<file path="src/rtl/sid_filt_pkg.sv">
// Package: shared widths, the per-counter filter setting type and the
// pass-all reset value used by the StreamID span filter.
package sid_filt_pkg;
    localparam int unsigned SID_W = 32;

    typedef logic [SID_W-1:0] sid_t;

    // One counter's filter setting: span flag plus match pattern.
    typedef struct packed {
        logic span;
        sid_t pat;
    } filt_cfg_t;

    // Reset setting: span mode with an all-ones pattern accepts everything.
    localparam filt_cfg_t CFG_PASS_ALL = '{span: 1'b1, pat: '1};
endpackage

</file>
<file path="src/rtl/sid_filt_regs.sv">
// Module: sid_filt_regs
// Holds one filter setting per counter and updates the addressed counter on
// a write. Assumes cfg_idx names an existing counter; a write to any other
// index matches no slot and has no effect.
module sid_filt_regs
    import sid_filt_pkg::*;
#(
    parameter int unsigned NUM_CTR = 4,
    parameter int unsigned IDX_W   = (NUM_CTR > 1) ? $clog2(NUM_CTR) : 1
) (
    input  logic                        clk,
    input  logic                        rst_n,
    input  logic                        cfg_we,
    input  logic [IDX_W-1:0]            cfg_idx,
    input  sid_t                        cfg_pattern,
    input  logic                        cfg_span,
    output filt_cfg_t [NUM_CTR-1:0]     cfg_q
);
    for (genvar g = 0; g < NUM_CTR; g++) begin : g_slot
        logic sel;
        assign sel = cfg_we && (cfg_idx == IDX_W'(g));

        // Store the new setting when this slot is addressed.
        always_ff @(posedge clk) begin
            if (!rst_n) begin
                cfg_q[g] <= CFG_PASS_ALL;
            end else if (sel) begin
                cfg_q[g] <= '{span: cfg_span, pat: cfg_pattern};
            end
        end

        // a slot that is not written keeps its setting.
        assert_slot_hold_R8: assert property (@(posedge clk) disable iff (!rst_n)
            !(cfg_we && cfg_idx == IDX_W'(g)) |=> $stable(cfg_q[g]));
    end
endmodule

</file>
<file path="src/rtl/sid_filt_match.sv">
// Module: sid_filt_match
// Compares one StreamID against one filter setting and registers the result.
// In span mode the ignored low bits are taken from the pattern itself: the
// trailing ones plus the zero that ends them. Assumes the setting is stable
// during the compare cycle.
module sid_filt_match
    import sid_filt_pkg::*;
(
    input  logic      clk,
    input  logic      rst_n,
    input  filt_cfg_t cfg,
    input  logic      sid_valid,
    input  sid_t      sid,
    output logic      hit_q
);
    sid_t ign_mask;
    sid_t diff;
    logic match;

    // Build the ignore mask and decide exact or span equality.
    always_comb begin
        ign_mask = cfg.pat ^ (cfg.pat + sid_t'(1));
        diff     = sid ^ cfg.pat;
        if (cfg.span) begin
            match = ((diff & ~ign_mask) == '0);
        end else begin
            match = (diff == '0);
        end
    end

    // Register the hit one cycle after the strobe.
    always_ff @(posedge clk) begin
        if (!rst_n) begin
            hit_q <= 1'b0;
        end else begin
            hit_q <= sid_valid && match;
        end
    end

    // no strobe, no hit in the next cycle.
    assert_idle_no_hit_R5: assert property (@(posedge clk) disable iff (!rst_n)
        !sid_valid |=> !hit_q);

    // span mode with an all-ones pattern accepts every StreamID.
    assert_pass_all_R4: assert property (@(posedge clk) disable iff (!rst_n)
        (sid_valid && cfg.span && (&cfg.pat)) |=> hit_q);

    // exact mode rejects any differing StreamID.
    assert_exact_reject_R2: assert property (@(posedge clk) disable iff (!rst_n)
        (sid_valid && !cfg.span && (sid != cfg.pat)) |=> !hit_q);
endmodule

</file>
<file path="src/rtl/sid_span_filter.sv">
// Module: sid_span_filter
// Top of the StreamID filter: a bank of per-counter settings, a selection
// stage for global mode, and one registered matcher per counter. Assumes
// global_mode is a level held by configuration.
module sid_span_filter
    import sid_filt_pkg::*;
#(
    parameter int unsigned NUM_CTR = 4,
    parameter int unsigned IDX_W   = (NUM_CTR > 1) ? $clog2(NUM_CTR) : 1
) (
    input  logic               clk,
    input  logic               rst_n,
    input  logic               cfg_we,
    input  logic [IDX_W-1:0]   cfg_idx,
    input  logic [SID_W-1:0]   cfg_pattern,
    input  logic               cfg_span,
    input  logic               global_mode,
    input  logic               sid_valid,
    input  logic [SID_W-1:0]   sid,
    output logic [NUM_CTR-1:0] hit_o
);
    filt_cfg_t [NUM_CTR-1:0] cfg_q;
    filt_cfg_t [NUM_CTR-1:0] cfg_use;

    sid_filt_regs #(
        .NUM_CTR (NUM_CTR),
        .IDX_W   (IDX_W)
    ) u_regs (
        .clk         (clk),
        .rst_n       (rst_n),
        .cfg_we      (cfg_we),
        .cfg_idx     (cfg_idx),
        .cfg_pattern (cfg_pattern),
        .cfg_span    (cfg_span),
        .cfg_q       (cfg_q)
    );

    for (genvar g = 0; g < NUM_CTR; g++) begin : g_ctr
        // Pick counter 0's setting in global mode, else the counter's own.
        always_comb begin
            cfg_use[g] = global_mode ? cfg_q[0] : cfg_q[g];
        end

        sid_filt_match u_match (
            .clk       (clk),
            .rst_n     (rst_n),
            .cfg       (cfg_use[g]),
            .sid_valid (sid_valid),
            .sid       (sid),
            .hit_q     (hit_o[g])
        );
    end

    // in global mode all counters agree on the hit.
    assert_global_uniform_R6: assert property (@(posedge clk) disable iff (!rst_n)
        global_mode |=> (hit_o == '0 || hit_o == '1));
endmodule

</file>
<file path="config.mk">
export PLATFORM = sky130hd
export DESIGN_NAME = sid_span_filter
export DESIGN_NICKNAME = d
export VERILOG_FILES = /design/src/rtl/sid_filt_pkg.sv /design/src/rtl/sid_filt_regs.sv /design/src/rtl/sid_filt_match.sv /design/src/rtl/sid_span_filter.sv
export SDC_FILE = /design/constraint.sdc
export NUM_CORES = 1
export LEC_CHECK = 0
export CAP_MARGIN = 20
export CORE_MARGIN = 3
export CORE_UTILIZATION = 50
export DETAILED_ROUTE_END_ITERATION = 10
export HOLD_SLACK_MARGIN = 0.03
export PLACE_DENSITY = 0.7
export SETUP_SLACK_MARGIN = 0.3
export SYNTH_ARGS = -nofsm -noshare
export SYNTH_HDL_FRONTEND = slang
export SYNTH_SLANG_ARGS = --single-unit
export TNS_END_PERCENT = 5
</file>
<file path="constraint.sdc">
create_clock -name clk -period 9.05 [get_ports clk]
set_clock_uncertainty 0.2 [all_clocks]
set_input_delay 1.81 -clock clk [delete_from_list [all_inputs] [get_ports clk]]
set_output_delay 1.81 -clock clk [all_outputs]
set_load 0.02 [all_outputs]
</file>
==> results of run 1 <==
[per-layer routing]
metal	vias to the layer above	track usage [%]
met1	4898	47.65
met2	534	53.17
met4	0	10.58
met5	-	0
li1	4767	-
met3	88	6.354
[cells by family after synthesis]
| kind of cell | count (synthesis) | share of synthesized area [%] |
|---|---|---|
| AOI/OAI and AO/OA | 211 | 14.12 |
| xor gates and xnor gates | 136 | 12.08 |
| adders and majority gates | 1 | 0.1260 |
| buffers and inverters | 129 | 5.862 |
| DFF | 136 | 27.43 |
| muxes | 76 | 7.828 |
| and+or+nand+nor | 680 | 32.56 |
[tightest hold or removal path: stages, from the launching register on]
cell	delay [ns]
dfxtp_1	0.33
nand2_1	0.05
nand3_1	0.07
[report_power, final]
group	total (W)	switching [W]	internal [W]
logic	0.000476	0.000295	0.000182
registers	0.000679	0.0000490	0.000630
clock network	0.000708	0.000308	0.000400
[synthesized netlist by cell type, drive strengths merged (3+ instances only)]
| cell | instances | area share [%] |
|---|---|---|
| nor2b | 23 | 1.4 |
| o2111ai | 8 | 0.71 |
| nor3 | 14 | 0.71 |
| clkbuf | 77 | 2.9 |
| and4 | 3 | 0.26 |
| nand2 | 312 | 12 |
| xor2 | 27 | 2.5 |
| nand3b | 19 | 1.4 |
| or4 | 4 | 0.30 |
| nor2 | 49 | 1.9 |
| nand3 | 164 | 8.3 |
| a31oi | 11 | 0.69 |
| nor4 | 18 | 1.2 |
| xnor2 | 109 | 9.6 |
| or2 | 3 | 0.19 |
| inv | 12 | 0.45 |
| buf | 40 | 2.5 |
| nor3b | 3 | 0.23 |
| dfxtp | 136 | 27 |
| o21ai | 34 | 1.7 |
| a221o | 4 | 0.40 |
| o221ai | 3 | 0.26 |
| a21o | 3 | 0.23 |
| a32oi | 4 | 0.35 |
| nand4 | 25 | 1.6 |
| and3 | 13 | 0.82 |
| a2111oi | 3 | 0.33 |
| a22oi | 15 | 1.2 |
| o22ai | 8 | 0.50 |
| or3 | 4 | 0.30 |
| and2 | 5 | 0.32 |
| a221oi | 3 | 0.26 |
| a31o | 4 | 0.35 |
| nand2b | 6 | 0.38 |
| mux2 | 3 | 0.34 |
| a211oi | 6 | 0.50 |
| o31ai | 4 | 0.30 |
| mux2i | 73 | 7.5 |
| a21boi | 8 | 0.61 |
| o211ai | 7 | 0.53 |
| nand4b | 7 | 0.62 |
| a21oi | 67 | 3.4 |
[layout make-up]
class,instances,share of cell area (%)
Sequential cell,136,24.45
Timing Repair Buffer,85,7.405
Tap cell,260,2.922
Multi-Input combinational cell,1104,59.56
Clock buffer,19,4.068
Clock inverter,13,1.191
Inverter,12,0.4045
[flip-flops by register name (all words and copies together), names as in the netlist]
signal               flops
u_regs.cfg_q           132
g_ctr.u_match.hit_q      4
[through the flow]
stage / hold WS (ns) / setup WS, ns / utilization, % / total power [W] / area, sq um
global placement: 0.2488 / 3.668 / 55.29 / 0.001150 / 10550
global route: 0.2863 / 3.805 / 58.35 / 0.001927 / 11130
floorplan: 0.2326 / 4.851 / - / 0.0009830 / 9926
CTS: 0.2745 / 4.061 / 58.35 / 0.001853 / 11130
detailed placement: 0.2545 / 3.611 / 55.29 / 0.001149 / 10550
finish: 0.2718 / 3.949 / 58.35 / 0.001863 / 11130
[worst min path at each step]
| stage | from | end | cells after the start |
|---|---|---|---|
| 2_1_floorplan | u_regs.cfg_q[63] | u_regs.cfg_q[63] | 2 |
| 3_3_place_gp | u_regs.cfg_q[52] | u_regs.cfg_q[52] | 2 |
| 3_5_place_dp | u_regs.cfg_q[52] | u_regs.cfg_q[52] | 2 |
| 4_1_cts | u_regs.cfg_q[40] | u_regs.cfg_q[40] | 2 |
| 5_1_grt | u_regs.cfg_q[63] | u_regs.cfg_q[63] | 2 |
| 6_report | u_regs.cfg_q[40] | u_regs.cfg_q[40] | 2 |
[cell usage in the layout (no fill, tap or decap), types with 11 or more instances in the layout]
master             n
nand2_1          312
nand3_1          163
dfxtp_1          136
xnor2_1          109
clkdlybuf4s50_1   73
mux2i_1           72
a21oi_1           67
nor2_1            47
o21ai_0           29
xor2_1            26
nand4_1           25
nor2b_1           23
nand3b_1          19
nor4_1            17
clkbuf_16         17
a22oi_1           14
nor3_1            14
and3_1            13
inv_1             11
a31oi_1           11
buf_4             11
==> reports/summary.txt, run 1 <==
worst vdd ir -> 0.1250 mV
sequential fraction of the synthesis area -> 27.43%
# diodes -> 0
startpoint types -> input pin
Site Rows -> 50
Longest Clk Path Bufs -> 2
Fmax -> 196.0 MHz
First-pass DRT Iterations -> 6
endpoint of the worst register-to-register path -> g_ctr[1].u_match.hit_q
Die Footprint -> 0.02158 sq mm
Critical Path Sink Type -> flop
Worst slew margin -> 40.44%
Final TNS setup -> 0 ns
multi-input logic area -> 0.006631 sq mm
ys async rst share -> 0%
CTS H-tree lvls -> 4
CTS clk-pin slew, worst paths -> 0.07 ns
CP arrival -> 5.28 ns
Ys Warns -> 0
metal3 WL -> 3632 microns
crit path max fanout -> 67
synthesis-to-finish area growth -> 12.18%
Worst path depth -> 10
GRT Util Overall -> 33.99%
met2 WL -> 16950 microns
Pwr Density -> 167.3 mW/mm^2
Final nets -> 1429
Metal-1 WL -> 15990 microns
Syn Area/Cell -> 7.250 sq um
Final min period -> 5.101 ns
Worst Reg-to-Reg Cells -> 8
die height -> 146.9 microns
RSZ-0062 raised after global routing -> no
input/output buffers -> 75
Detailed Route Iter0 Violations -> 1232
postcts setup bufs -> 0
max layer used -> met4
# clock sinks -> 136
DR vias -> 10290
hold buffer count at CTS -> 0
Reg-to-Reg Start -> u_regs.cfg_q[5]
worst hold path class -> flop to flop
WS Path Type -> input pin to flop
Syn Nets -> 1442
post-detailed-route via-to-cell ratio -> 6.315
Total Wirelength -> 37620 microns
dpl hpwl -> 27810 microns
r2r setup slk -> 5.71 ns
Worst Setup SP -> global_mode
CP max stage cell -> buf_4
Post-synth EDFFs -> 0
Post-Place Cells -> 1597
LEAKAGE -> 4.620 nW
gpl congestion -> 1.067
Synth Instances -> 1369
vias in the first global route -> 9650
synth unique cells -> 78
GRT overflow -> 0
global-route wire length before repair -> 57510 microns
DRT antenna net count -> 0
Max Cap Violations -> 0
CP peak stage delay -> 0.70 ns
fin crit share -> 56.36%
post-CTS sizing -> 0
CP cell instances -> buf_6 -> buf_4 -> and4_1 -> a31o_1 -> nand2b_1 -> a2111oi_0 -> o211ai_1 -> a221o_1 -> or4_1 -> o21ai_1
drt wl/cell -> 23.09 microns
DRC -> 0
delay-heaviest family, CP -> compound AO/OA/AOI/OAI gates
Tightest Pin Transition -> 0.8935 ns
CP bufs+invs -> 2
CORE AREA -> 0.01908 sq mm
largest net degree at the start of global routing -> 69
I/O pin count -> 76
CTS tree -> yes
share of cells above drive strength 1 -> 4.675%
Critical Path End -> g_ctr[3].u_match.hit_q
initial antenna violation count -> 0
Initial Util -> 52.02%
final hold violation count -> 0
worst-skew pair later-pin latency -> 0.44 ns
Inserted Clock Buffers -> 17
Top FF cell, synth -> dfxtp_1
Fillers -> 1854
status -> complete, no violations
Layout Cells excl Fill -> 1629
die width -> 146.9 microns
Final Max Slew Viols -> 0
synthesized flop and latch total -> 136
register area -> 0.002723 sq mm
Worst Path Required -> 9.23 ns
final setup violation count -> 0
root buffer cell -> clkbuf_16
Mapped Area -> 0.009926 sq mm
Power figures use the tool's default switching activity.
==> inputs of run 2 (changes only) <==
==> constraint.sdc (replaced) <==
create_clock -name clk -period 4.7 [get_ports clk]
set_clock_uncertainty 0.2 [all_clocks]
set_input_delay 0.94 -clock clk [delete_from_list [all_inputs] [get_ports clk]]
set_output_delay 0.94 -clock clk [all_outputs]
set_load 0.02 [all_outputs]
==> run 2 against run 1 <==
Net effect: global-route usage is 0.73 points higher; cell count is 0.43% higher; sequential share of layout area is 0.077 points lower; clock-buffer cell count is 1 higher; critical path type unchanged; highest routed layer unchanged.
==> reports/summary.txt, run 2 (synthesis results as in run 1) <==
status -> complete, no violations (unchanged)
Die Footprint -> 0.02158 sq mm (unchanged)
initial antenna violation count -> 0 (unchanged)
Final min period -> 3.861 ns
startpoint types -> input pin (unchanged)
largest net degree at the start of global routing -> 68 (was 69)
Worst Path Required -> 4.87 ns (was 9.23 ns)
DRT antenna net count -> 0 (unchanged)
most common cell after layout, fill and taps aside -> nand2_1 (unchanged)
# diodes -> 0 (unchanged)
Reg-to-Reg Start -> u_regs.cfg_q[1] (was u_regs.cfg_q[5])
Detailed Route Iter0 Violations -> 1201 (was 1232)
root buffer cell -> clkbuf_16 (unchanged)
final hold violation count -> 0 (unchanged)
synthesis-to-finish area growth -> 12.53% (was 12.18%)
post-CTS sizing -> 0 (unchanged)
endpoint of the worst register-to-register path -> g_ctr[1].u_match.hit_q (unchanged)
most frequent cells in the layout -> nand2_1, nand3_1, dfxtp_1 (unchanged)
final setup violation count -> 0 (unchanged)
LEAKAGE -> 4.635 nW (was 4.620 nW)
worst-skew pair later-pin latency -> 0.43 ns (was 0.44 ns)
Largest Register -> u_regs.cfg_q (unchanged)
Fillers -> 1853 (was 1854)
Initial Util -> 52.02% (unchanged)
r2r setup slk -> 1.23 ns (was 5.71 ns)
GRT Util Overall -> 34.72% (was 33.99%)
input/output buffers -> 75 (unchanged)
Final Max Slew Viols -> 0 (unchanged)
WS Path Type -> input pin to flop (unchanged)
Final nets -> 1436 (was 1429)
post-detailed-route via-to-cell ratio -> 6.244 (was 6.315)
dpl hpwl -> 28230 microns (was 27810 microns)
global-route wire length before repair -> 58150 microns (was 57510 microns)
gpl congestion -> 1.054 (was 1.067)
RSZ-0062 raised after global routing -> no (unchanged)
hold buffer count at CTS -> 0 (unchanged)
DR vias -> 10220 (was 10290)
Longest Clk Path Bufs -> 2 (unchanged)
Hold Startpoint -> u_regs.cfg_q[98] (was u_regs.cfg_q[40])
max FFs per register -> 132 (unchanged)
die height -> 146.9 microns (unchanged)
I/O pin count -> 76 (unchanged)
Fmax -> 259.0 MHz
Worst slew margin -> 38.39% (was 40.44%)
CORE AREA -> 0.01908 sq mm (unchanged)
First-pass DRT Iterations -> 5 (was 6)
worst hold path class -> flop to flop (unchanged)
Max Cap Violations -> 0 (unchanged)
Final TNS setup -> 0 ns (unchanged)
Pwr Density -> 314.1 mW/mm^2 (was 167.3 mW/mm^2)
Inserted Clock Buffers -> 17 (unchanged)
drt wl/cell -> 23.29 microns (was 23.09 microns)
Tightest Pin Transition -> 0.9241 ns (was 0.8935 ns)
Top Registers -> u_regs.cfg_q x132, g_ctr.u_match.hit_q x4 (unchanged)
Worst Hold End -> u_regs.cfg_q[98] (was u_regs.cfg_q[40])
DRC -> 0 (unchanged)
CP arrival -> 4.03 ns (was 5.28 ns)
Critical Path Sink Type -> flop (unchanged)
die width -> 146.9 microns (unchanged)
GRT overflow -> 0 (unchanged)
postcts setup bufs -> 0 (unchanged)
Site Rows -> 50 (unchanged)
CTS tree -> yes (unchanged)
Worst Reg-to-Reg Cells -> 8 (unchanged)
fin crit share -> 82.14%
Hold Crit Depth -> 2 (unchanged)
share of cells above drive strength 1 -> 5.015% (was 4.675%)
Total Wirelength -> 38110 microns (was 37620 microns)
CTS clk-pin slew, worst paths -> 0.07 ns (about the same)
crit path max fanout -> 59 (was 67)
Core Util, Final -> 58.54% (was 58.35%)
worst vdd ir -> 0.2320 mV (was 0.1250 mV)
# clock sinks -> 136 (unchanged)
vias in the first global route -> 9478 (was 9650)
CTS H-tree lvls -> 4 (unchanged)
run 2: cell count changes in the layout (fill, tap and decap cells not counted), sizes merged:
cell,change
buf,+7
bufinv,-1
clkbuf,+1
clkinv,+2
clkinvlp,+2
inv,-4
run 2: routing by layer:
| layer | vias to the layer above | track usage [%] | routed length, microns |
|---|---|---|---|
| li1 | 4783 | - | - |
| met1 | 4884 | 48.71 | 16690 |
| met2 | 478 | 53.98 | 17130 |
| met3 | 71 | 6.848 | 3154 |
| met4 | 0 | 10.86 | 1139 |
| met5 | - | 0 | 0 |
run 2: area by class of cell:
cell class                      count  area, sq um  area share [%]
Sequential cell                   136         2723           24.38
Tap cell                          260        325.3           2.913
Multi-Input combinational cell   1104         6631           59.37
Inverter                           12        45.04          0.4033
Clock buffer                       20        446.7           3.999
Clock inverter                     12        96.34          0.8625
Timing Repair Buffer               92        902.1           8.077
run 2: how the worst max path moves through the flow:
| stage | from | end | slack (ns) | cells past startpoint |
|---|---|---|---|---|
| CTS | global_mode | g_ctr[1].u_match.hit_q | 0.92 | 9 |
| detailed placement | global_mode | g_ctr[1].u_match.hit_q | 0.52 | 9 |
| global route | global_mode | g_ctr[1].u_match.hit_q | 0.70 | 9 |
| floorplan | global_mode | g_ctr[1].u_match.hit_q | 1.37 | 9 |
| finish | global_mode | g_ctr[1].u_match.hit_q | 0.84 | 9 |
| global placement | global_mode | g_ctr[1].u_match.hit_q | 0.63 | 9 |
run 2: stage by stage:
step           area [sq um]  setup slack [ns]  hold WS, ns  total power [W]  cells
2_1_floorplan          9926             1.371       0.2326         0.001893   1369
6_report              11170            0.8394       0.2693         0.003508   1636
4_1_cts               11170            0.9176       0.2692         0.003486   1636
5_1_grt               11170            0.7015       0.2867         0.003639   1636
3_5_place_dp          10630            0.5239       0.2489         0.002224   1604
3_3_place_gp          10630            0.6259       0.2448         0.002224   1604
run 2: power by group:
group	leakage [nW]	total, W	internal (W)	switching, W
clock network	0.254	0.00128	0.000696	0.000580
logic	3.26	0.000928	0.000357	0.000570
registers	1.12	0.00131	0.00121	0.0000931
run 2: critical path, cell delays in order:
cell and delay, ns:
buf_6 0.41, nand3_1 0.25, a22oi_2 0.50, nand4_1 0.30, or3_4 0.44, or4_1 0.49, a211o_1 0.32, nor4_2 0.14
a31o_1 0.16
==> inputs of run 3 (changes only) <==
==> constraint.sdc (replaced) <==
create_clock -name clk -period 3.7 [get_ports clk]
set_clock_uncertainty 0.2 [all_clocks]
set_input_delay 0.74 -clock clk [delete_from_list [all_inputs] [get_ports clk]]
set_output_delay 0.74 -clock clk [all_outputs]
set_load 0.02 [all_outputs]
==> run 3 against run 2 <==
Net effect: clock power grew 40%; critical path depth grew 2; register-to-register slack got worse by 0.69 ns; sequential power grew 26%; final area increased by 4.4%; critical path type unchanged; highest routed layer unchanged.
==> reports/summary.txt, run 3 (synthesis results as in run 1) <==
RSZ-0062 raised after global routing -> no (unchanged)
crit path max fanout -> 31 (was 59)
combinational power share -> 26.7% (was 26.4%)
register area -> 0.002723 sq mm (unchanged)
Final Max Slew Viols -> 0 (unchanged)
input/output buffers -> 75 (unchanged)
Pwr Density -> 402.7 mW/mm^2 (was 314.1 mW/mm^2)
Fmax -> 312.5 MHz
Max Cap Violations -> 0 (unchanged)
dpl hpwl -> 28860 microns (was 28230 microns)
worst-skew pair later-pin latency -> 0.44 ns (was 0.43 ns)
I/O pin count -> 76 (unchanged)
clock network power share -> 38.2% (was 36.3%)
final hold violation count -> 0 (unchanged)
final setup violation count -> 0 (unchanged)
global-route wire length before repair -> 58820 microns (was 58150 microns)
LEAKAGE -> 4.938 nW (was 4.635 nW)
Final TNS setup -> 0 ns (unchanged)
Largest Register -> u_regs.cfg_q (unchanged)
Initial Util -> 52.02% (unchanged)
CP cell instances -> buf_8 -> buf_12 -> buf_4 -> nand4b_1 -> a22oi_1 -> nand4_1 -> or3_4 -> or4_1 -> a211o_1 -> nor4_2 -> a31o_1 (was buf_6 -> nand3_1 -> a22oi_2 -> nand4_1 -> or3_4 -> or4_1 -> a211o_1 -> nor4_2 -> a31o_1)
Top Registers -> u_regs.cfg_q x132, g_ctr.u_match.hit_q x4 (unchanged)
internal power -> 0.003108 W (was 0.002265 W)
Hold Startpoint -> u_regs.cfg_q[93] (was u_regs.cfg_q[98])
Tightest Pin Transition -> 0.9734 ns (was 0.9241 ns)
Inserted Clock Buffers -> 17 (unchanged)
fin crit share -> 86.48%
Worst Path Required -> 3.88 ns (was 4.87 ns)
GRT overflow -> 0 (unchanged)
CORE AREA -> 0.01908 sq mm (unchanged)
max FFs per register -> 132 (unchanged)
largest net degree at the start of global routing -> 73 (was 68)
multi-input logic area -> 0.006631 sq mm (unchanged)
Sequential Power Share -> 35.1% (was 37.2%)
most common cell after layout, fill and taps aside -> nand2_1 (unchanged)
Total Wirelength -> 38660 microns (was 38110 microns)
worst hold path class -> flop to flop (unchanged)
GRT Util Overall -> 34.99% (was 34.72%)
DRT antenna net count -> 0 (unchanged)
Final nets -> 1491 (was 1436)
post-detailed-route via-to-cell ratio -> 6.249 (was 6.244)
CP max stage cell -> or4_1 (was a22oi_2)
Psw -> 0.001586 W (was 0.001243 W)
Critical Path Sink Type -> flop (unchanged)
Core Util, Final -> 61.09% (was 58.54%)
gpl congestion -> 1.069 (was 1.054)
root buffer cell -> clkbuf_16 (unchanged)
vias in the first global route -> 9863 (was 9478)
Fillers -> 1833 (was 1853)
Detailed Route Iter0 Violations -> 1117 (was 1201)
delay-heaviest family, CP -> simple AND/OR/NAND/NOR gates (unchanged)
share of cells above drive strength 1 -> 8.671% (was 5.015%)
Final min period -> 3.200 ns
Switching Fraction -> 33.78% (was 35.43%)
CP bufs+invs -> 3 (was 1)
# clock sinks -> 136 (unchanged)
Worst slew margin -> 35.11% (was 38.39%)
die width -> 146.9 microns (unchanged)
Site Rows -> 50 (unchanged)
startpoint types -> input pin (unchanged)
First-pass DRT Iterations -> 7 (was 5)
die height -> 146.9 microns (unchanged)
most frequent cells in the layout -> nand2_1, nand3_1, dfxtp_1 (unchanged)
Reg-to-Reg Start -> u_regs.cfg_q[6] (was u_regs.cfg_q[1])
CP arrival -> 3.38 ns (was 4.03 ns)
synthesis-to-finish area growth -> 17.43% (was 12.53%)
Worst Setup SP -> global_mode (unchanged)
Die Footprint -> 0.02158 sq mm (unchanged)
CTS clk-pin slew, worst paths -> 0.06 ns (was 0.07 ns)
CP peak stage delay -> 0.49 ns (was 0.50 ns)
drt wl/cell -> 22.87 microns (was 23.29 microns)
CTS tree -> yes (unchanged)
Longest Clk Path Bufs -> 2 (unchanged)
# diodes -> 0 (unchanged)
WS Path Type -> input pin to flop (unchanged)
DRC -> 0 (unchanged)
DR vias -> 10560 (was 10220)
worst vdd ir -> 0.2988 mV (was 0.2320 mV)
status -> complete, no violations (unchanged)
CTS H-tree lvls -> 4 (unchanged)
initial antenna violation count -> 0 (unchanged)
==> run 3: cell count changes in the layout (fill, tap and decap cells not counted), sizes merged <==
cell / delta
buf: +55
bufinv: +3
clkbuf: -2
clkinvlp: -2
==> run 3: worst reg2reg max path: stages, from the launching register on <==
cell	delay [ns]
dfxtp_1	0.58
mux2i_1	0.19
a211oi_2	0.37
nand4_1	0.24
or3_4	0.39
or4_1	0.49
a211o_1	0.33
nor4_2	0.14
a31o_1	0.16
==> run 3: timing repair <==
item	CTS	global route
hold buffers	0	0
buffers inserted	0	0
setup endpoints to repair	0	1
resized for setup	0	1
hold endpoints to repair	0	0
==> run 3: metrics by stage <==
| stage | instance area [sq um] | power, W | hold WS, ns | cells | worst slack, ns |
|---|---|---|---|---|---|
| 2_1_floorplan | 9926 | 0.002404 | 0.2326 | 1369 | 0.5708 |
| 3_3_place_gp | 11050 | 0.002881 | 0.2512 | 1659 | 0.1198 |
| 3_5_place_dp | 11050 | 0.002882 | 0.2525 | 1659 | 0.03845 |
| 4_1_cts | 11650 | 0.004659 | 0.2687 | 1690 | 0.4695 |
| 5_1_grt | 11660 | 0.004859 | 0.2833 | 1690 | 0.3351 |
| 6_report | 11660 | 0.004694 | 0.2679 | 1690 | 0.5004 |
==> run 3: worst paths after layout <==
check                           slack, ns                     end  cells past startpoint
worst max register to register       0.54  g_ctr[1].u_match.hit_q                      8
worst max-delay path                 0.50  g_ctr[1].u_match.hit_q                     11
worst min-delay path                 0.27        u_regs.cfg_q[93]                      2
worst min register to register       0.27        u_regs.cfg_q[93]                      2
==> run 3: layout make-up <==
class	count	share of cell area [%]
clock buffers	18	3.682
clock inverters	13	1.471
inverters	12	0.3864
multi-input cells	1104	56.89
flip-flops and latches	136	23.36
well taps	260	2.791
repair buffers	147	11.42
==> run 3: power groups by stage <==
stage | Clock [W] | Combinational [W] | Sequential (W)
2_1_floorplan | 0 | 0.000792 | 0.00161
3_3_place_gp | 0 | 0.00121 | 0.00167
6_report | 0.00179 | 0.00126 | 0.00165
5_1_grt | 0.00187 | 0.00134 | 0.00165
3_5_place_dp | 0 | 0.00121 | 0.00167
4_1_cts | 0.00180 | 0.00122 | 0.00164
==> run 3: routing by layer <==
layer | part of all wire [%] | routed length [microns] | up-vias | GRT usage, %
met2 | 46 | 17740 | 559 | 56.40
met5 | 0 | 0 | - | 0
met4 | 2.9 | 1121 | 0 | 11.23
met3 | 8.1 | 3117 | 93 | 5.429
li1 | - | - | 4897 | -
met1 | 43 | 16670 | 5011 | 48.23
